$ cat src/rtl/bkosc_pkg.sv
package bkosc_pkg;

  // Width of a counter that must hold values 0 .. n-1
  function automatic int unsigned cnt_width(input int unsigned n);
    return (n <= 2) ? 1 : $clog2(n);
  endfunction

endpackage

$ cat src/rtl/bkosc_edge_sync.sv
module bkosc_edge_sync #(
  parameter int unsigned STAGES = 2
) (
  input  logic clk_i,
  input  logic rst_ni,
  input  logic async_i,
  output logic change_o
);

  logic [STAGES-1:0] sync_q, sync_d;
  logic              prev_q, prev_d;

  always_comb begin
    sync_d = {sync_q[STAGES-2:0], async_i};
    prev_d = sync_q[STAGES-1];
  end

  always_ff @(posedge clk_i or negedge rst_ni) begin
    if (!rst_ni) begin
      sync_q <= '0;
      prev_q <= 1'b0;
    end else begin
      sync_q <= sync_d;
      prev_q <= prev_d;
    end
  end

  assign change_o = sync_q[STAGES-1] ^ prev_q;

  // a reported change means the synchronized level moved on the last edge
  sync_change_chk: assert property (@(posedge clk_i) disable iff (!rst_ni)
    change_o |-> (sync_q[STAGES-1] != $past(sync_q[STAGES-1])));

endmodule

$ cat src/rtl/bkosc_timeout_ctr.sv
module bkosc_timeout_ctr
  import bkosc_pkg::*;
#(
  parameter int unsigned TIMEOUT_CYCLES = 8000
) (
  input  logic clk_i,
  input  logic rst_ni,
  input  logic en_i,
  input  logic reload_i,
  input  logic halt_i,
  output logic expire_o
);

  localparam int unsigned CNT_W = cnt_width(TIMEOUT_CYCLES);
  localparam logic [CNT_W-1:0] LAST_CNT = CNT_W'(TIMEOUT_CYCLES - 1);

  logic [CNT_W-1:0] cnt_q, cnt_d;
  logic             cnt_ce;

  always_comb begin
    expire_o = en_i && !reload_i && !halt_i && (cnt_q == LAST_CNT);
    cnt_ce   = 1'b1;
    cnt_d    = cnt_q;
    if (!en_i || reload_i) begin
      cnt_d = '0;
    end else if (halt_i || expire_o) begin
      cnt_ce = 1'b0;
    end else begin
      cnt_d = cnt_q + 1'b1;
    end
  end

  always_ff @(posedge clk_i or negedge rst_ni) begin
    if (!rst_ni) begin
      cnt_q <= '0;
    end else if (cnt_ce) begin
      cnt_q <= cnt_d;
    end
  end


  cnt_bound_chk: assert property (@(posedge clk_i) disable iff (!rst_ni)
    cnt_q <= LAST_CNT);


  cnt_idle_zero_chk: assert property (@(posedge clk_i) disable iff (!rst_ni)
    !en_i |=> (cnt_q == '0));


  cnt_reload_chk: assert property (@(posedge clk_i) disable iff (!rst_ni)
    reload_i |=> (cnt_q == '0));

endmodule

$ cat src/rtl/bkosc_fault_latch.sv
module bkosc_fault_latch (
  input  logic clk_i,
  input  logic rst_ni,
  input  logic expire_i,
  output logic failed_o,
  output logic exc_o
);

  logic failed_q, failed_d;
  logic exc_q, exc_d;

  always_comb begin
    failed_d = failed_q | expire_i;
    exc_d    = expire_i & ~failed_q;
  end

  always_ff @(posedge clk_i or negedge rst_ni) begin
    if (!rst_ni) begin
      failed_q <= 1'b0;
      exc_q    <= 1'b0;
    end else begin
      failed_q <= failed_d;
      exc_q    <= exc_d;
    end
  end

  assign failed_o = failed_q;
  assign exc_o    = exc_q;


  failed_sticky_chk: assert property (@(posedge clk_i) disable iff (!rst_ni)
    failed_q |=> failed_q);


  exc_single_chk: assert property (@(posedge clk_i) disable iff (!rst_ni)
    exc_q |=> !exc_q);


  exc_with_new_fault_chk: assert property (@(posedge clk_i) disable iff (!rst_ni)
    exc_q |-> (failed_q && !$past(failed_q)));

endmodule

$ cat src/rtl/bkosc_loss_monitor.sv
module bkosc_loss_monitor #(
  parameter int unsigned TIMEOUT_CYCLES = 8000,
  parameter int unsigned SYNC_STAGES    = 2
) (
  input  logic clk_i,
  input  logic rst_ni,
  input  logic bk_clk_i,
  input  logic det_en_i,
  output logic exc_req_o,
  output logic failed_o,
  output logic pri_det_inhibit_o
);

  logic bk_change;
  logic expire;
  logic failed;

  bkosc_edge_sync #(.STAGES(SYNC_STAGES)) u_sync (
    .clk_i    (clk_i),
    .rst_ni   (rst_ni),
    .async_i  (bk_clk_i),
    .change_o (bk_change)
  );

  bkosc_timeout_ctr #(.TIMEOUT_CYCLES(TIMEOUT_CYCLES)) u_ctr (
    .clk_i    (clk_i),
    .rst_ni   (rst_ni),
    .en_i     (det_en_i),
    .reload_i (bk_change),
    .halt_i   (failed),
    .expire_o (expire)
  );

  bkosc_fault_latch u_latch (
    .clk_i    (clk_i),
    .rst_ni   (rst_ni),
    .expire_i (expire),
    .failed_o (failed),
    .exc_o    (exc_req_o)
  );

  assign failed_o          = failed;
  assign pri_det_inhibit_o = failed;


  no_exc_when_off_chk: assert property (@(posedge clk_i) disable iff (!rst_ni)
    !det_en_i |=> !exc_req_o);


  inhibit_follows_fault_chk: assert property (@(posedge clk_i) disable iff (!rst_ni)
    $rose(exc_req_o) |-> pri_det_inhibit_o);

endmodule

$ cat config.mk
export PLATFORM = sky130hd
export DESIGN_NAME = bkosc_loss_monitor
export DESIGN_NICKNAME = d
export VERILOG_FILES = /design/src/rtl/bkosc_pkg.sv /design/src/rtl/bkosc_edge_sync.sv /design/src/rtl/bkosc_timeout_ctr.sv /design/src/rtl/bkosc_fault_latch.sv /design/src/rtl/bkosc_loss_monitor.sv
export SDC_FILE = /design/constraint.sdc
export NUM_CORES = 1
export LEC_CHECK = 0
export BUFFER_PORTS_ARGS = -buffer_cell sky130_fd_sc_hd__buf_4
export CORE_MARGIN = 4
export CORE_UTILIZATION = 25
export DETAILED_ROUTE_END_ITERATION = 8
export PLACE_DENSITY_LB_ADDON = 0.05
export SYNTH_ARGS = -nofsm -noshare
export SYNTH_HDL_FRONTEND = slang
export SYNTH_SLANG_ARGS = --single-unit
export TNS_END_PERCENT = 30
$ cat constraint.sdc
create_clock -name clk_i -period 1.56 [get_ports clk_i]
set_clock_uncertainty 0.15 [all_clocks]
set_input_delay 0.234 -clock clk_i [delete_from_list [all_inputs] [get_ports clk_i]]
set_output_delay 0.234 -clock clk_i [all_outputs]
set_load 0.02 [all_outputs]
## Word-level counts from Yosys, hierarchy flattened

Index checks and enable logic that the tools add are counted.

- Register bits after elaboration: 18
- Input bits: 4
- Output and inout bits: 3
- Word-level logic and storage cells: 25

- Add/sub/neg operators: 1
- Equality and inequality tests: 2
- Mux-type cells: 4
- Bitwise gates (word level): 4
- Reductions and logical operators: 9

Operators by type and width:

| operator | count |
|---|---|
| $mux W13 | 2 |
| $add A13 B1 Y13 const B | 1 |
| $eq A13 B13 Y1 const B | 1 |
| $logic_and A1 B1 Y1 | 3 |
| $logic_not A1 Y1 | 3 |
| $logic_or A1 B1 Y1 | 2 |
| $mux W1 | 2 |
| $ne A2 B1 Y1 const B | 1 |
| $reduce_and A2 Y1 | 1 |
| $and A1 B1 Y1 | 1 |
| $not A1 Y1 | 1 |
| $or A1 B1 Y1 | 1 |
| $xor A1 B1 Y1 | 1 |

## Depth between registers and ports, before layout

- Depth in word-level cells: 9
- Gate-level depth with buffers: 5
- Depth with buffers taken out: 5

## Hierarchy

From an unflattened synthesis, not the netlist that was laid out.

- Cell total of the unflattened synthesis: 85
- Area total of the unflattened synthesis: 917.1 um^2

Modules (own cells, without submodules):

| module | instances | cells each | area each (um^2) | seq. area each (um^2) |
|---|---|---|---|---|
| bkosc_timeout_ctr | 1 | 76 | 763.2 | 325.3 |
| bkosc_edge_sync | 1 | 4 | 83.8 | 75.1 |
| bkosc_fault_latch | 1 | 4 | 62.6 | 50.0 |
| bkosc_loss_monitor | 1 | 1 | 7.5 | 0.0 |

## Worst setup path before layout

Ideal clock, no wire load.

- Path type: register to register
- Start: reg u_ctr.cnt_q[3]
- End: reg u_ctr.cnt_q[1]
- Setup time: 0.079 ns
- Arrival time: 1.381 ns
- Required time: 1.331 ns
- Setup slack: -0.051 ns
- Stages on the path, launching flop included: 6
- Path buffers: 1
- Clock period less this slack: 1.611 ns
- Cells stage by stage: dfrtp_1 and3_1 and3_1 clkbuf_1 a31oi_1 mux2i_1

- Cells in the longest elaborated chain, start to end: 6
- Elaborated cells on any way between the ends: 7
- Classes of those cells: 2 x eq/ne; 2 x mux; 3 x reduce/logical

RTL lines:

| item | line | source |
|---|---|---|
| start, declared | bkosc_timeout_ctr.sv:17 | `logic [CNT_W-1:0] cnt_q, cnt_d;` |
| start signal, assigned | bkosc_timeout_ctr.sv:37 | `cnt_q <= cnt_d;` |
| $eq A13 B13 Y1 * | bkosc_timeout_ctr.sv:21 | `expire_o = en_i && !reload_i && !halt_i && (cnt_q == LAST_CNT);` |
| $logic_and A1 B1 Y1 * | bkosc_timeout_ctr.sv:21 |  |
| $logic_or A1 B1 Y1 * | bkosc_timeout_ctr.sv:26 | `end else if (halt_i \|\| expire_o) begin` |
| $mux W1 | bkosc_timeout_ctr.sv:26 |  |
| $mux W1 | bkosc_timeout_ctr.sv:24 | `if (!en_i \|\| reload_i) begin` |
| $reduce_and A2 Y1 (no line) * | n/a |  |

Every way passes the cells marked *; elsewhere a longest branch is shown, timed or not.
A chain may end at the register's enable or synchronous reset.

## Worst setup path in the final report

- Start: reg u_latch.failed_q (netlist: u_latch.failed_o)
- End: reg u_ctr.cnt_q[9]

- Cells in the longest elaborated chain, start to end: 7
- Elaborated cells on any way between the ends: 8
- Classes of those cells: 1 x eq/ne; 2 x mux; 5 x reduce/logical

RTL lines:

| item | line | source |
|---|---|---|
| start, declared | bkosc_fault_latch.sv:9 | `logic failed_q, failed_d;` |
| start signal, assigned | bkosc_fault_latch.sv:22 | `failed_q <= failed_d;` |
| $logic_not A1 Y1 | bkosc_timeout_ctr.sv:21 |  |
| $logic_and A1 B1 Y1 (2 in series) | bkosc_timeout_ctr.sv:21 |  |
| $logic_or A1 B1 Y1 * | bkosc_timeout_ctr.sv:26 |  |
| $mux W1 | bkosc_timeout_ctr.sv:26 |  |
| $mux W1 | bkosc_timeout_ctr.sv:24 |  |
| $reduce_and A2 Y1 (no line) * | n/a |  |

Marked as above.

==> impl_table.tex <==
\begin{tabular}{lr}
\hline
Metric & Value \\
\hline
\multicolumn{2}{l}{\textbf{Outcome}} \\
\quad Result of the run & complete, but fails checks \\
\quad Failing checks & setup timing \\
\multicolumn{2}{l}{\textbf{Clock tree}} \\
\quad Root Driver & sky130\_fd\_sc\_hd\_\_clkbuf\_4 \\
\quad Largest buffer count on any clock path & 2 \\
\quad CTS tree & yes \\
\quad Clock edge transition at the registers on the reported setup and hold paths & between 0.1 and 0.15 ns \\
\quad Number of buffers inserted during clock tree synthesis & 3 \\
\quad H-tree depth & 1 \\
\quad Clock latency reported for the late side of the worst-skew pair & 0.30 ns \\
\quad Number of sinks driven by the clock tree & 18 \\
\multicolumn{2}{l}{\textbf{Yosys}} \\
\quad Sequential fraction of the synthesis area & between 50\% and 60\% \\
\quad Gate count after technology mapping & 87 \\
\quad Yosys Warn Count & 0 \\
\quad Syn Area/Cell & 10.1 um\^{}2 \\
\quad Seq cells post-synth & 18 \\
\quad Syn Std Cell Area & a little under 900 um\^{}2 \\
\quad Syn\_nets & 92 \\
\quad Unique masters post-synth & 30 \\
\multicolumn{2}{l}{\textbf{Pwr}} \\
\quad Leak pwr & 0.546 nW \\
\quad Comb pwr share & under 10\% \\
\quad Power density of the placed cells & around 670 nW/um\^{}2 \\
\quad Net switching fraction of the power & between 20\% and 30\% \\
\quad Sequential share of power & 57.1\% \\
\quad Portion of total power attributed to the clock network & around a third \\
\quad Internal power component & approximately 0.65 mW \\
\quad Largest voltage drop on the vdd net & approximately 270 uV \\
\quad Switching pwr & 0.190 mW \\
\multicolumn{2}{l}{\textbf{GRT}} \\
\quad Number of antenna violations at the first check in global routing & 0 \\
\quad Maximum number of pins on one net before global-route repair & 19 \\
\quad Total global routing overflow & 0 \\
\quad Number of global-route vias before repair & 750 \\
\quad Wire length of the first global-routing pass & approximately 3.5 mm \\
\quad Global router's overall resource usage & about a tenth \\
\multicolumn{2}{l}{\textbf{Cells and area}} \\
\quad Area added between synthesis and finish & 41.7\% \\
\quad Final Instance Area & about 1200 um\^{}2 \\
\quad Post-layout net count & approximately 130 \\
\quad Most common library cell in the layout ignoring fill and taps & sky130\_fd\_sc\_hd\_\_buf\_4 \\
\quad Top library cells by usage in the layout, fill and taps aside & sky130\_fd\_sc\_hd\_\_buf\_4 (28), sky130\_fd\_sc\_hd\_\_dfrtp\_1 (17), sky130\_fd\_sc\_hd\_\_nand2\_1 (11) \\
\quad Proportion of layout cells with a drive suffix above 1 & between 30\% and 40\% \\
\quad ANT cells & 0 \\
\multicolumn{2}{l}{\textbf{Floorplan}} \\
\quad Area inside the core boundary & 3360 um\^{}2 \\
\quad Number of ports placed on the die boundary & 7 \\
\quad Die height & between 60 and 70 um \\
\quad Width of the die & roughly 67 um \\
\quad Site row count & 21 \\
\quad Starting density of the core & about a quarter \\
\quad Die area & approximately 4500 um\^{}2 \\
\multicolumn{2}{l}{\textbf{STA}} \\
\quad Maximum clock frequency & 620 MHz \\
\quad Final TNS setup & -0.122 ns \\
\quad Total of endpoints with negative setup slack in the final report & 3 \\
\quad Max-slew violation count & 0 \\
\quad Actual transition at the worst max-transition pin & 0.306 ns \\
\quad Fin crit share & 103\% \\
\quad Final worst slack & -0.0526 ns \\
\quad Period minus WS final & between 1.5 and 2 ns \\
\quad Worst slew margin & 79.6\% \\
\quad RSZ-0062 raised after global routing & yes \\
\quad Final hold viol count & 0 \\
\multicolumn{2}{l}{\textbf{Route}} \\
\quad Vias post-DR & between 700 and 800 \\
\quad Wire length per cell after detailed routing & between 10 and 15 um \\
\quad Total wirelength of the detailed-routed design & 2.02 mm \\
\quad First drt pass iteration count & 3 \\
\quad DRC marker count from the first detailed-route iteration & 29 \\
\quad Antenna-violating nets left & 0 \\
\quad Vias per Instance & $\sim$4.5 \\
\quad Number of remaining DRC errors & 0 \\
\multicolumn{2}{l}{\textbf{Worst setup path}} \\
\quad Endpoint type of the worst setup path & register \\
\quad Worst path required time & around 1.6 ns \\
\quad Highest net fanout along the worst path & 4 \\
\quad Endpoint arrival time on the critical path & about 1.7 ns \\
\quad Category of the worst setup path launch point & register \\
\quad Critical Setup Path Class & reg2reg \\
\multicolumn{2}{l}{\textbf{Placement}} \\
\quad Final Wtd Congestion & roughly 0.72 \\
\quad Instance area at placement & between 1000 and 1500 um\^{}2 \\
\quad Pre-CTS setup slack & -0.00522 ns \\
\quad I/O Buffers & 6 \\
\quad Detailed placement HPWL & $\sim$1.5 mm \\
\multicolumn{2}{l}{\textbf{Min path}} \\
\quad Hold/Removal Path Class & in2async \\
\multicolumn{2}{l}{\textbf{Run}} \\
\quad Reported max-cap violation count & 0 \\
\hline
\end{tabular}
cells by family (layout without fill, tap and decap cells):
group                      after synthesis  after routing  synth area share, %
muxes                                    1              1                 1.14
adders and majority gates                1              1                 1.42
AOI/OAI and AO/OA                       16             16                 11.5
and+or+nand+nor                         39             39                 26.3
buffers and inverters                    7             39                 3.41
xor gates and xnor gates                 5              5                 4.98
DFF                                     18             18                 51.2
per-stage QoR:
step / cells / utilization [%] / hold slack (ns) / power [mW]
global route: 165 / 37.1 / 0.198 / 0.887
detailed placement: 154 / 33.4 / -0.0268 / 0.545
finish: 165 / 37.1 / 0.189 / 0.836
floorplan: 87 / - / -0.212 / 0.509
CTS: 160 / 35.1 / 0.187 / 0.851
global placement: 154 / 33.4 / -0.0260 / 0.545
layout make-up:
cell class | instances | area [um^2]
fill | 384 | 2120
sequential | 18 | 452
multi-input combinational | 62 | 437
timing repair buffer | 32 | 253
tap | 46 | 57.6
clock buffer | 4 | 36.3
inverter | 3 | 11.3
synth_stat cells (all sizes together):
cell	count	share of area, %
and2	2	1.4
xor2	1	1.0
dfrtp	18	51
a21oi	3	1.7
or3	2	1.4
nand3	4	2.3
o211ai	1	0.85
and4b	1	1.1
buf	1	0.85
ha	1	1.4
nor3	3	1.7
nand2	11	4.7
and3	2	1.4
nand4	3	2.8
or4	1	0.85
nor4	2	1.4
clkbuf	3	1.3
inv	3	1.3
a31oi	5	3.6
nor2	4	1.7
and3b	1	1.0
a2111o	2	2.6
nor4b	1	2.7
nor2b	1	0.71
mux2i	1	1.1
o21ai	5	2.8
nand4b	1	1.0
xnor2	4	4.0
registers in the layout (all words and copies together) (netlist names):
signal,flops
u_latch.exc_o,1
u_sync.sync_q,2
u_latch.failed_o,1
u_sync.prev_q,1
u_ctr.cnt_q,13
per-layer routing:
| layer | vias to the layer above | global-route usage (%) | routed length [um] |
|---|---|---|---|
| li1 | 381 | - | - |
| met1 | 351 | 13.6 | 991 |
| met2 | 8 | 16.4 | 939 |
| met3 | 5 | 2.50 | 57 |
| met4 | 0 | 5.32 | 36 |
| met5 | - | 0 | 0 |
path summary, 6_finish.rpt:
| check | startpoint | to | slack, ns | depth (start not counted) |
|---|---|---|---|---|
| setup reg to reg | u_latch.failed_o$_DFF_PN0_ | u_ctr.cnt_q[9]$_DFFE_PN0P_ | -0.05 | 5 |
| setup / recovery | u_latch.failed_o$_DFF_PN0_ | u_ctr.cnt_q[9]$_DFFE_PN0P_ | -0.05 | 5 |
| hold reg to reg | u_sync.sync_q[0]$_DFF_PN0_ | u_sync.sync_q[1]$_DFF_PN0_ | 0.21 | 0 |
| max in group asynchronous | rst_ni | u_latch.failed_o$_DFF_PN0_ | 0.86 | 2 |
| min in group clk_i | det_en_i | u_ctr.cnt_q[5]$_DFFE_PN0P_ | 0.20 | 3 |
| hold / removal | rst_ni | u_ctr.cnt_q[12]$_DFFE_PN0P_ | 0.19 | 2 |
worst max-delay path: stages (launching register included):
cell and delay [ns]:
sky130_fd_sc_hd__dfrtp_2 0.43, sky130_fd_sc_hd__and3b_2 0.26, sky130_fd_sc_hd__nand4_1 0.12, sky130_fd_sc_hd__buf_4 0.17, sky130_fd_sc_hd__or3_1 0.29, sky130_fd_sc_hd__a21oi_1 0.12
power by group through the flow:
stage	Combinational (mW)	Sequential, mW	Clock, mW
2_1_floorplan	0.0224	0.487	0
3_3_place_gp	0.0587	0.486	0
3_5_place_dp	0.0580	0.487	0
4_1_cts	0.0626	0.478	0.310
5_1_grt	0.0729	0.479	0.335
6_report	0.0638	0.478	0.294
what timing repair did:
item	4_1_cts	5_1_grt
pin swaps	2	6
setup endpoints to repair	7	12
endpoints found under the hold margin	19	0
hold buffers	2	0
cloned	0	0
resized for setup	1	6
setup buffers	0	5
Note: power is estimated with default switching activity, not from simulation.
